<file path="config.mk">
export PLATFORM = sky130hd
export DESIGN_NAME = line_status_tx
export DESIGN_NICKNAME = d
export VERILOG_FILES = /design/src/rtl/lss_pkg.sv /design/src/rtl/lss_ctrl.sv /design/src/rtl/lss_data.sv /design/src/rtl/line_status_tx.sv
export SDC_FILE = /design/constraint.sdc
export NUM_CORES = 1
export LEC_CHECK = 0
export ABC_CLOCK_PERIOD_IN_PS = 2300
export BUFFER_PORTS_ARGS = -buffer_cell sky130_fd_sc_hd__buf_2
export CAP_MARGIN = 20
export CORE_ASPECT_RATIO = 1.1
export CORE_UTILIZATION = 52
export DETAILED_ROUTE_END_ITERATION = 12
export GPL_TIMING_DRIVEN = 0
export PLACE_DENSITY_LB_ADDON = 0.25
export SYNTH_ARGS = -nofsm -noshare
export SYNTH_HDL_FRONTEND = slang
export SYNTH_SLANG_ARGS = --single-unit
</file>
<file path="constraint.sdc">
create_clock -name clk -period 2.3 [get_ports clk]
set_clock_uncertainty 0.1 [all_clocks]
set_input_delay 0.115 -clock clk [delete_from_list [all_inputs] [get_ports clk]]
set_output_delay 0.115 -clock clk [all_outputs]
set_load 0.01 [all_outputs]
</file>
<file path="src/rtl/lss_pkg.sv">
package lss_pkg;
  typedef enum logic [1:0] {
    ST_IDLE,
    ST_LEAD,
    ST_DATA,
    ST_RESV
  } lssState_e;

  typedef struct packed {
    logic load;   // capture inputs into the frame register
    logic emit;   // present next frame bit on the output
    logic quiet;  // force the output low (end of data)
  } lssStrobe_t;

  localparam logic [1:0] STD_NTSC  = 2'd0;
  localparam logic [1:0] STD_PAL   = 2'd1;
  localparam logic [1:0] STD_SECAM = 2'd2;
endpackage

</file>
<file path="src/rtl/lss_ctrl.sv">
module lss_ctrl
  import lss_pkg::*;
#(
  parameter int LEAD_CLKS  = 128,
  parameter int RESV_50    = 276,
  parameter int RESV_60    = 188,
  parameter int FRAME_BITS = 34,
  parameter int HOLD_W     = 4
) (
  input  logic              clk,
  input  logic              rstN,
  input  logic              lineRef,
  input  logic              mode60,
  input  logic [HOLD_W-1:0] holdLen,
  output lssStrobe_t        strobe,
  output logic              busy
);
  localparam int CNT_MAX = (LEAD_CLKS > RESV_50) ?
                           ((LEAD_CLKS > RESV_60) ? LEAD_CLKS : RESV_60) :
                           ((RESV_50 > RESV_60) ? RESV_50 : RESV_60);
  localparam int CNT_W = $clog2(CNT_MAX + 1);
  localparam int IDX_W = $clog2(FRAME_BITS);
  localparam logic [CNT_W-1:0] LEAD_LAST = CNT_W'(LEAD_CLKS - 1);
  localparam logic [CNT_W-1:0] R50_LAST  = CNT_W'(RESV_50 - 1);
  localparam logic [CNT_W-1:0] R60_LAST  = CNT_W'(RESV_60 - 1);
  localparam logic [IDX_W-1:0] IDX_LAST  = IDX_W'(FRAME_BITS - 1);

  lssState_e         state;
  logic              prevRef;
  logic [CNT_W-1:0]  cnt;
  logic [CNT_W-1:0]  resvLast;
  logic [HOLD_W-1:0] holdCnt;
  logic [HOLD_W-1:0] holdLast;
  logic [IDX_W-1:0]  bitIdx;
  logic              startEdge;
  logic              bitDone;
  logic              lastBit;

  assign startEdge = prevRef & ~lineRef;
  assign bitDone   = (holdCnt == holdLast);
  assign lastBit   = (bitIdx == IDX_LAST);

  always_ff @(posedge clk or negedge rstN) begin
    if (!rstN) begin
      state    <= ST_IDLE;
      prevRef  <= 1'b0;
      cnt      <= '0;
      resvLast <= '0;
      holdCnt  <= '0;
      holdLast <= '0;
      bitIdx   <= '0;
    end else begin
      prevRef <= lineRef;
      case (state)
        ST_IDLE: begin
          if (startEdge) begin
            state    <= ST_LEAD;
            cnt      <= '0;
            holdLast <= (holdLen == '0) ? '0 : holdLen - 1'b1;
            resvLast <= mode60 ? R60_LAST : R50_LAST;
          end
        end
        ST_LEAD: begin
          if (cnt == LEAD_LAST) begin
            state   <= ST_DATA;
            holdCnt <= '0;
            bitIdx  <= '0;
          end else begin
            cnt <= cnt + 1'b1;
          end
        end
        ST_DATA: begin
          if (bitDone) begin
            holdCnt <= '0;
            if (lastBit) begin
              state <= ST_RESV;
              cnt   <= '0;
            end else begin
              bitIdx <= bitIdx + 1'b1;
            end
          end else begin
            holdCnt <= holdCnt + 1'b1;
          end
        end
        ST_RESV: begin
          if (cnt == resvLast) state <= ST_IDLE;
          else                 cnt   <= cnt + 1'b1;
        end
        default: state <= ST_IDLE;
      endcase
    end
  end

  always_comb begin
    strobe       = '0;
    strobe.load  = (state == ST_IDLE) && startEdge;
    strobe.emit  = ((state == ST_LEAD) && (cnt == LEAD_LAST)) ||
                   ((state == ST_DATA) && bitDone && !lastBit);
    strobe.quiet = (state == ST_DATA) && bitDone && lastBit;
  end

  assign busy = (state != ST_IDLE);

  AST_LEAD_MONOTONIC: assert property (@(posedge clk) disable iff (!rstN)
    (state == ST_LEAD && cnt != LEAD_LAST) |=>
      (state == ST_LEAD && cnt == $past(cnt) + 1'b1));

  AST_HOLD_STABLE: assert property (@(posedge clk) disable iff (!rstN)
    (state == ST_DATA && !bitDone) |=> $stable(bitIdx));

  AST_RESV_BOUND: assert property (@(posedge clk) disable iff (!rstN)
    (state == ST_RESV) |-> (cnt <= resvLast));
endmodule

</file>
<file path="src/rtl/lss_data.sv">
module lss_data
  import lss_pkg::*;
#(
  parameter int CLK_WORD_W = 16,
  parameter int SUB_WORD_W = 16
) (
  input  logic                  clk,
  input  logic                  rstN,
  input  lssStrobe_t            strobe,
  input  logic [CLK_WORD_W-1:0] clkWord,
  input  logic [SUB_WORD_W-1:0] subWord,
  input  logic [1:0]            colorStd,
  input  logic                  seqLine,
  output logic                  serOut
);
  localparam int FRAME_BITS = CLK_WORD_W + SUB_WORD_W + 2;

  logic [FRAME_BITS-1:0] frameReg;
  logic                  seqBit;
  logic                  outBit;

  always_comb begin
    case (colorStd)
      STD_PAL, STD_SECAM: seqBit = seqLine;
      default:            seqBit = 1'b0;
    endcase
  end

  always_ff @(posedge clk or negedge rstN) begin
    if (!rstN) begin
      frameReg <= '0;
      outBit   <= 1'b0;
    end else if (strobe.load) begin
      frameReg <= {1'b1, clkWord, subWord, seqBit};
    end else if (strobe.emit) begin
      outBit   <= frameReg[FRAME_BITS-1];
      frameReg <= {frameReg[FRAME_BITS-2:0], 1'b0};
    end else if (strobe.quiet) begin
      outBit <= 1'b0;
    end
  end

  assign serOut = outBit;

  AST_SINGLE_STROBE: assert property (@(posedge clk) disable iff (!rstN)
    $onehot0({strobe.load, strobe.emit, strobe.quiet}));

  AST_LEAD_SILENT: assert property (@(posedge clk) disable iff (!rstN)
    strobe.load |=> !serOut);
endmodule

</file>
<file path="src/rtl/line_status_tx.sv">
module line_status_tx
  import lss_pkg::*;
#(
  parameter int CLK_WORD_W = 16,
  parameter int SUB_WORD_W = 16,
  parameter int HOLD_W     = 4,
  parameter int LEAD_CLKS  = 128,
  parameter int RESV_50    = 276,
  parameter int RESV_60    = 188
) (
  input  logic                  clk,
  input  logic                  rstN,
  input  logic                  lineRef,
  input  logic                  mode60,
  input  logic [1:0]            colorStd,
  input  logic                  seqLine,
  input  logic [HOLD_W-1:0]     holdLen,
  input  logic [CLK_WORD_W-1:0] clkWord,
  input  logic [SUB_WORD_W-1:0] subWord,
  output logic                  serOut
);
  localparam int FRAME_BITS = CLK_WORD_W + SUB_WORD_W + 2;

  lssStrobe_t strobe;
  logic       busy;

  lss_ctrl #(
    .LEAD_CLKS (LEAD_CLKS),
    .RESV_50   (RESV_50),
    .RESV_60   (RESV_60),
    .FRAME_BITS(FRAME_BITS),
    .HOLD_W    (HOLD_W)
  ) i_ctrl (
    .clk    (clk),
    .rstN   (rstN),
    .lineRef(lineRef),
    .mode60 (mode60),
    .holdLen(holdLen),
    .strobe (strobe),
    .busy   (busy)
  );

  lss_data #(
    .CLK_WORD_W(CLK_WORD_W),
    .SUB_WORD_W(SUB_WORD_W)
  ) i_data (
    .clk     (clk),
    .rstN    (rstN),
    .strobe  (strobe),
    .clkWord (clkWord),
    .subWord (subWord),
    .colorStd(colorStd),
    .seqLine (seqLine),
    .serOut  (serOut)
  );

  AST_IDLE_LOW: assert property (@(posedge clk) disable iff (!rstN)
    !busy |-> !serOut);
endmodule

</file>
Word level (Yosys, flattened, before mapping)
Cells that the tools add are included.
{"block": "word_totals", "wordCells": 78, "out_inout_bits": 1, "in_bits": 43, "regBits": 70}
{"block": "op_classes", "eq_ne": 17, "bitwise_logic": 3, "n_reduce_logical": 19, "muxes": 26, "n_addsub": 4}
{"operator": "$mux 34", "count": 2}
{"operator": "$mux 9", "count": 6}
{"operator": "$pmux 9 s4", "count": 1}
{"operator": "$mux 6", "count": 3}
{"operator": "$mux 4", "count": 3}
{"operator": "$pmux 6 s2", "count": 1}
{"operator": "$mux 2", "count": 5}
{"operator": "$ne 2x1->1 const B", "count": 5}
{"operator": "$reduce_and 5->1", "count": 2}
{"operator": "$add 9x1->9 const B", "count": 1}
{"operator": "$eq 9x7->1 const B", "count": 1}
{"operator": "$eq 9x9->1", "count": 1}
{"operator": "$pmux 2 s4", "count": 1}
{"operator": "$pmux 4 s2", "count": 1}
{"operator": "$add 6x1->6 const B", "count": 1}
{"operator": "$eq 2x2->1 const B", "count": 3}
{"operator": "$eq 6x6->1 const B", "count": 1}
{"operator": "$ne 2x2->1 const B", "count": 3}
{"operator": "$reduce_and 2->1", "count": 3}
{"operator": "$reduce_bool 2->1", "count": 3}
{"operator": "$logic_and 1x1->1", "count": 5}
{"operator": "$add 4x1->4 const B", "count": 1}
{"operator": "$eq 2x1->1 const B", "count": 2}
{"operator": "$eq 4x4->1", "count": 1}
{"operator": "10 further kinds", "count": 13}

Logic depth before layout (Yosys ltp)
{"block": "depth", "word_depth": 6, "depth_mapped": 8, "ltp_nobuf": 7}

Cells and area by module
A second synthesis with hierarchy kept.
{"block": "unflattened", "hier_cells": 341, "area_unflattened_um2": 3398.3}
{"mod": "lss_ctrl", "cells_each": 189, "n_inst": 1, "area_per_inst_um2": 1739.2, "seq_area_each_um2": 725.7}
{"mod": "lss_data", "cells_each": 152, "n_inst": 1, "area_per_inst_um2": 1659.1, "seq_area_each_um2": 875.8}

Worst setup path after synthesis
No wires, ideal clock.
{"block": "synth_timing", "path_kind": "register to register", "start": "register i_ctrl.state[0]", "end": "register i_ctrl.cnt[0]", "n_path_buf": 1, "arrival_time_ns": 1.945, "synth_period_minus_slack_ns": 2.173, "required_ns": 2.072, "setup_time_ns": 0.128, "path_stages_with_launch": 9, "setup_slack_ns": 0.127, "path_cell_list": "dfrtp_1 -> inv_1 -> ha_1 -> clkinv_1 -> a31o_2 -> and3_1 -> buf_2 -> nand3_1 -> mux2_1"}
{"block": "synth_via", "elab_chain_cells": 3, "word_cells_on_any_way": 11, "classes_between": "eq/ne: 8; mux: 1; reduce/logical: 2"}
{"element": "start: declaration", "line_no": "lss_ctrl.sv:28", "rtl": "lssState_e state;"}
{"element": "start signal: assignment", "line_no": "lss_ctrl.sv:45", "rtl": "state <= ST_IDLE;"}
{"element": "start signal: assignment", "line_no": "lss_ctrl.sv:57", "rtl": "state <= ST_LEAD;"}
{"element": "start signal: assignment", "line_no": "lss_ctrl.sv:65", "rtl": "state <= ST_DATA;"}
{"element": "$eq 2x1->1 (tied with other cells)", "line_no": "lss_ctrl.sv:54", "rtl": "case (state)"}
{"element": "$ne 2x2->1 (no line) or $ne 2x1->1 (tied branches)"}
{"element": "$reduce_and 5->1 (no line)"}
{"element": "end signal: assignment", "line_no": "lss_ctrl.sv:69", "rtl": "cnt <= cnt + 1'b1;"}
{"element": "end signal: assignment", "line_no": "lss_ctrl.sv:87", "rtl": "else cnt <= cnt + 1'b1;"}
{"element": "end: declaration", "line_no": "lss_ctrl.sv:30", "rtl": "logic [CNT_W-1:0] cnt;"}
Several ways; a longest one is shown, not always the timed one.
A chain may end at the register's enable or synchronous reset.

Final worst setup path
{"block": "layout_timing", "start": "register i_ctrl.cnt[1]", "end": "register i_ctrl.state[1]"}
{"block": "layout_via", "elab_chain_cells": 3, "word_cells_on_any_way": 5, "classes_between": "eq/ne: 4; reduce/logical: 1"}
{"element": "$eq 9x7->1 or $eq 9x9->1 (tied branches)", "line_no": "lss_ctrl.sv:64, lss_ctrl.sv:86"}
{"element": "$ne 2x1->1 (no line)"}
{"element": "$reduce_and 5->1 (no line) *"}
{"element": "end signal: assignment", "line_no": "lss_ctrl.sv:57"}
{"element": "end signal: assignment", "line_no": "lss_ctrl.sv:65"}
{"element": "end signal: assignment", "line_no": "lss_ctrl.sv:76", "rtl": "state <= ST_RESV;"}
Mark *: on every way between the ends. The rest lies on a longest branch, timed or not.

==> results_dict.tcl <==
set metrics [dict create \
    netlist_top_cells_area "sky130_fd_sc_hd__dfrtp_1 (46%), sky130_fd_sc_hd__a21oi_1 (10%), sky130_fd_sc_hd__nand2_1 (6.1%), sky130_fd_sc_hd__nor2_1 (4.9%), sky130_fd_sc_hd__ha_1 (2.9%)" \
    wl_per_cell_um 14.8 \
    gp_congestion 0.871 \
    antenna_violating_nets_post_route 0 \
    ctsLongestPathBuffers 2 \
    seq_area_frac_synth_pct 46.2 \
    clock_tree.root_cell "sky130_fd_sc_hd__clkbuf_8" \
    netlist-cell-type-count 57 \
    post_layout_nonfiller_instances 578 \
    preCtsSetupSlack_ns -0.388 \
    ys_dominant_reg_cell "sky130_fd_sc_hd__dfrtp_1" \
    async_set_or_reset_flop_fraction_in_the_synthesized_netlist_pct 100 \
    netlist_instances 390 \
    rows 30 \
    detailed_place_hpwl_mm 5.27 \
    grtUsageTotal_pct 25.6 \
    grt_setup_unrepaired "yes" \
    critical_path.max_fanout 6 \
    setup_slack_ns 0.0784 \
    cp.required_ns 2.43 \
    critical_path.endpoint_type "register" \
    synth.net_count 441 \
    timing.final.crit_share_pct 96.6 \
    hold_viol 0 \
    detailed_place.area_um2 3780 \
    grt_max_degree 65 \
    core_area_um2 6310 \
    worstSetupStartpointType "register" \
    ys_warns 0 \
    worst_hold_path_type "primary input to register" \
    vias 3290 \
    power.ir.vdd_worst_uv 401 \
    netlist.top_cell.by_area "sky130_fd_sc_hd__dfrtp_1" \
    min_period_ns 2.22 \
    yosys_register_bits 64 \
    cp_data_arrival_time_ns 2.35 \
    routed_via_density 5.69 \
    floorplan.initialDensity_pct 55.0 \
    status "completed" \
    cts.sink_count 64 \
    max_cap_viol_count 0 \
    power.static_leakage_nw 1.93 \
    max_slew.worst_pin.slew_ns 0.857 \
    die_h_um 87.6 \
    synth_area_per_cell_um2 8.89 \
    nets 544 \
    multi_input_area_um2 1780 \
    power-per-cell-area_nw_per_um2 493 \
    layout-area-overhead-vs-synth_pct 30.8 \
    clkLatencyLatePin_ns 0.34 \
    reg2reg_setup_slack_ns 0.08 \
    register_area_um2 1610 \
    dpl.cell_count 513 \
    firstDrtPassIters 4 \
    io-pin-count 44 \
    leading_cell_type_by_number_of_instances_after_synthesis "sky130_fd_sc_hd__a21oi_1" \
    global_route.overflow_total 0 \
    antenna_found_initial 0 \
    tritoncts "built" \
    drcViolationCount 0 \
    insertedDiodeCount 0 \
    path_class "register to register" \
    synth_top_cells_by_count "sky130_fd_sc_hd__a21oi_1 (70), sky130_fd_sc_hd__dfrtp_1 (64), sky130_fd_sc_hd__nand2_1 (56)" \
    grt_pass1_wl_mm 13.9 \
    post-route-cell-area_um2 4530 \
    fin_total_pwr_mw 2.24 \
    nFillCells 462 \
    timing_max_transition_violations_final 0 \
    drt_iter0_markers 162 \
    netlist.area_leader.share_pct 46.2 \
    via_count_of_the_first_global_routing_pass 3092 \
    total_negative_setup_slacks_ns 0 \
    path_clk_slew_ns 0.07 \
    syn_area_um2 3470 \
    fmax_ghz 0.450 \
    cts-htree-levels 3 \
    route.final.wire_length_mm 8.55 \
    slew_headroom_pct 42.3 \
    synth_edf_count 0 \
    count_of_final_setup_violators 0 \
    fp.dieArea_um2 7000 \
    port_buffer_count 43 \
    die_width_um 79.9 \
    drive_above_1_share_pct 20.9 \
    total_cts_buffers 9 \
]
## path summary, 6_finish.rpt
path,from,end,cells after the start
worst max register to register,i_ctrl.cnt[1]$_DFFE_PN0P_,i_ctrl.state[1]$_DFFE_PN0P_,5
worst min-delay path,holdLen[1],i_ctrl.holdLast[1]$_DFFE_PN0P_,3
min in group asynchronous,rstN,i_ctrl.holdCnt[1]$_DFFE_PN0P_,2
worst max-delay path,i_ctrl.cnt[1]$_DFFE_PN0P_,i_ctrl.state[1]$_DFFE_PN0P_,5
worst min register to register,i_ctrl.resvLast[4]$_DFFE_PN0P_,i_ctrl.resvLast[4]$_DFFE_PN0P_,1
max in group asynchronous,rstN,i_ctrl.cnt[0]$_DFFE_PN0P_,2
## critical path: stages, from the launching register on
cell,delay (ns)
sky130_fd_sc_hd__dfrtp_1,0.41
sky130_fd_sc_hd__ha_2,0.25
sky130_fd_sc_hd__nand4_4,0.14
sky130_fd_sc_hd__or4_4,0.48
sky130_fd_sc_hd__a221o_1,0.42
sky130_fd_sc_hd__mux2_4,0.31
## layout make-up
cell class	count	area share, %
Multi-Input combinational cell	298	39.2
Inverter	9	0.855
Timing Repair Buffer	92	15.2
Clock inverter	5	1.24
Tap cell	80	2.21
Sequential cell	64	35.4
Buffer	19	2.79
Clock buffer	11	3.12
## routing by layer
layer	track usage [%]	up-vias	share of wire, %
li1	-	1602	-
met3	4.79	14	3.6
met5	0	-	0
met2	46.1	82	52
met1	30.8	1592	43
met4	8.44	0	1.7
## flip-flops by register name, summed over array words and instances (netlist names)
name             cells
i_ctrl.resvLast      3
i_data.frameReg     34
i_ctrl.bitIdx        6
i_ctrl.holdLast      4
i_ctrl.cnt           9
i_data.serOut        1
i_ctrl.prevRef       1
i_ctrl.holdCnt       4
i_ctrl.state         2
## report_power, final
part	internal, mW	switching, mW	total [mW]
registers	1.13	0.000511	1.13
logic	0.0755	0.0517	0.127
clock network	0.529	0.455	0.983
total	1.73	0.507	2.24
## metrics by stage
stage                     hold slack [ns]  util (%)
after floorplan                    -0.281         -
after global placement              0.174      60.0
after detailed placement            0.164      60.0
after CTS                          0.0112      70.5
after global routing               0.0228      71.9
final                              0.0261      71.9
## cells by family (layout without fill, tap and decap cells)
| kind of cell | count (synthesis) | after routing | synth area share (%) |
|---|---|---|---|
| fa+ha+maj | 8 | 8 | 2.89 |
| flops | 64 | 64 | 46.2 |
| simple gates | 157 | 157 | 21.0 |
| compound gates | 120 | 120 | 21.7 |
| xor+xnor | 7 | 7 | 1.77 |
| mux | 6 | 6 | 1.95 |
| buf+inv | 28 | 136 | 4.47 |
## layout by cell type, fill, tap and decap left out, drive strengths merged, types with 3 or more instances in the layout
cell type	count
nand2	57
xor2	6
or4	5
clkinv	4
mux2i	3
o31ai	4
o21ai	19
mux2	3
nand4	3
a22oi	3
buf	61
nand2b	3
and3	4
nand3	19
ha	8
dlygate4sd3	41
nor2	45
nor3	8
a21oi	70
inv	8
clkbuf	20
dfrtp	64
## timing repair
action                                  in CTS  in global routing
endpoints found under the setup margin      39                 38
hold buffers                                41                  0
cloned                                       0                  0
buffers inserted                             1                  7
endpoints found under the hold margin      103                  0
pin swaps                                    1                  3
resized for setup                            9                 13
(Power assumes the default switching activity.)
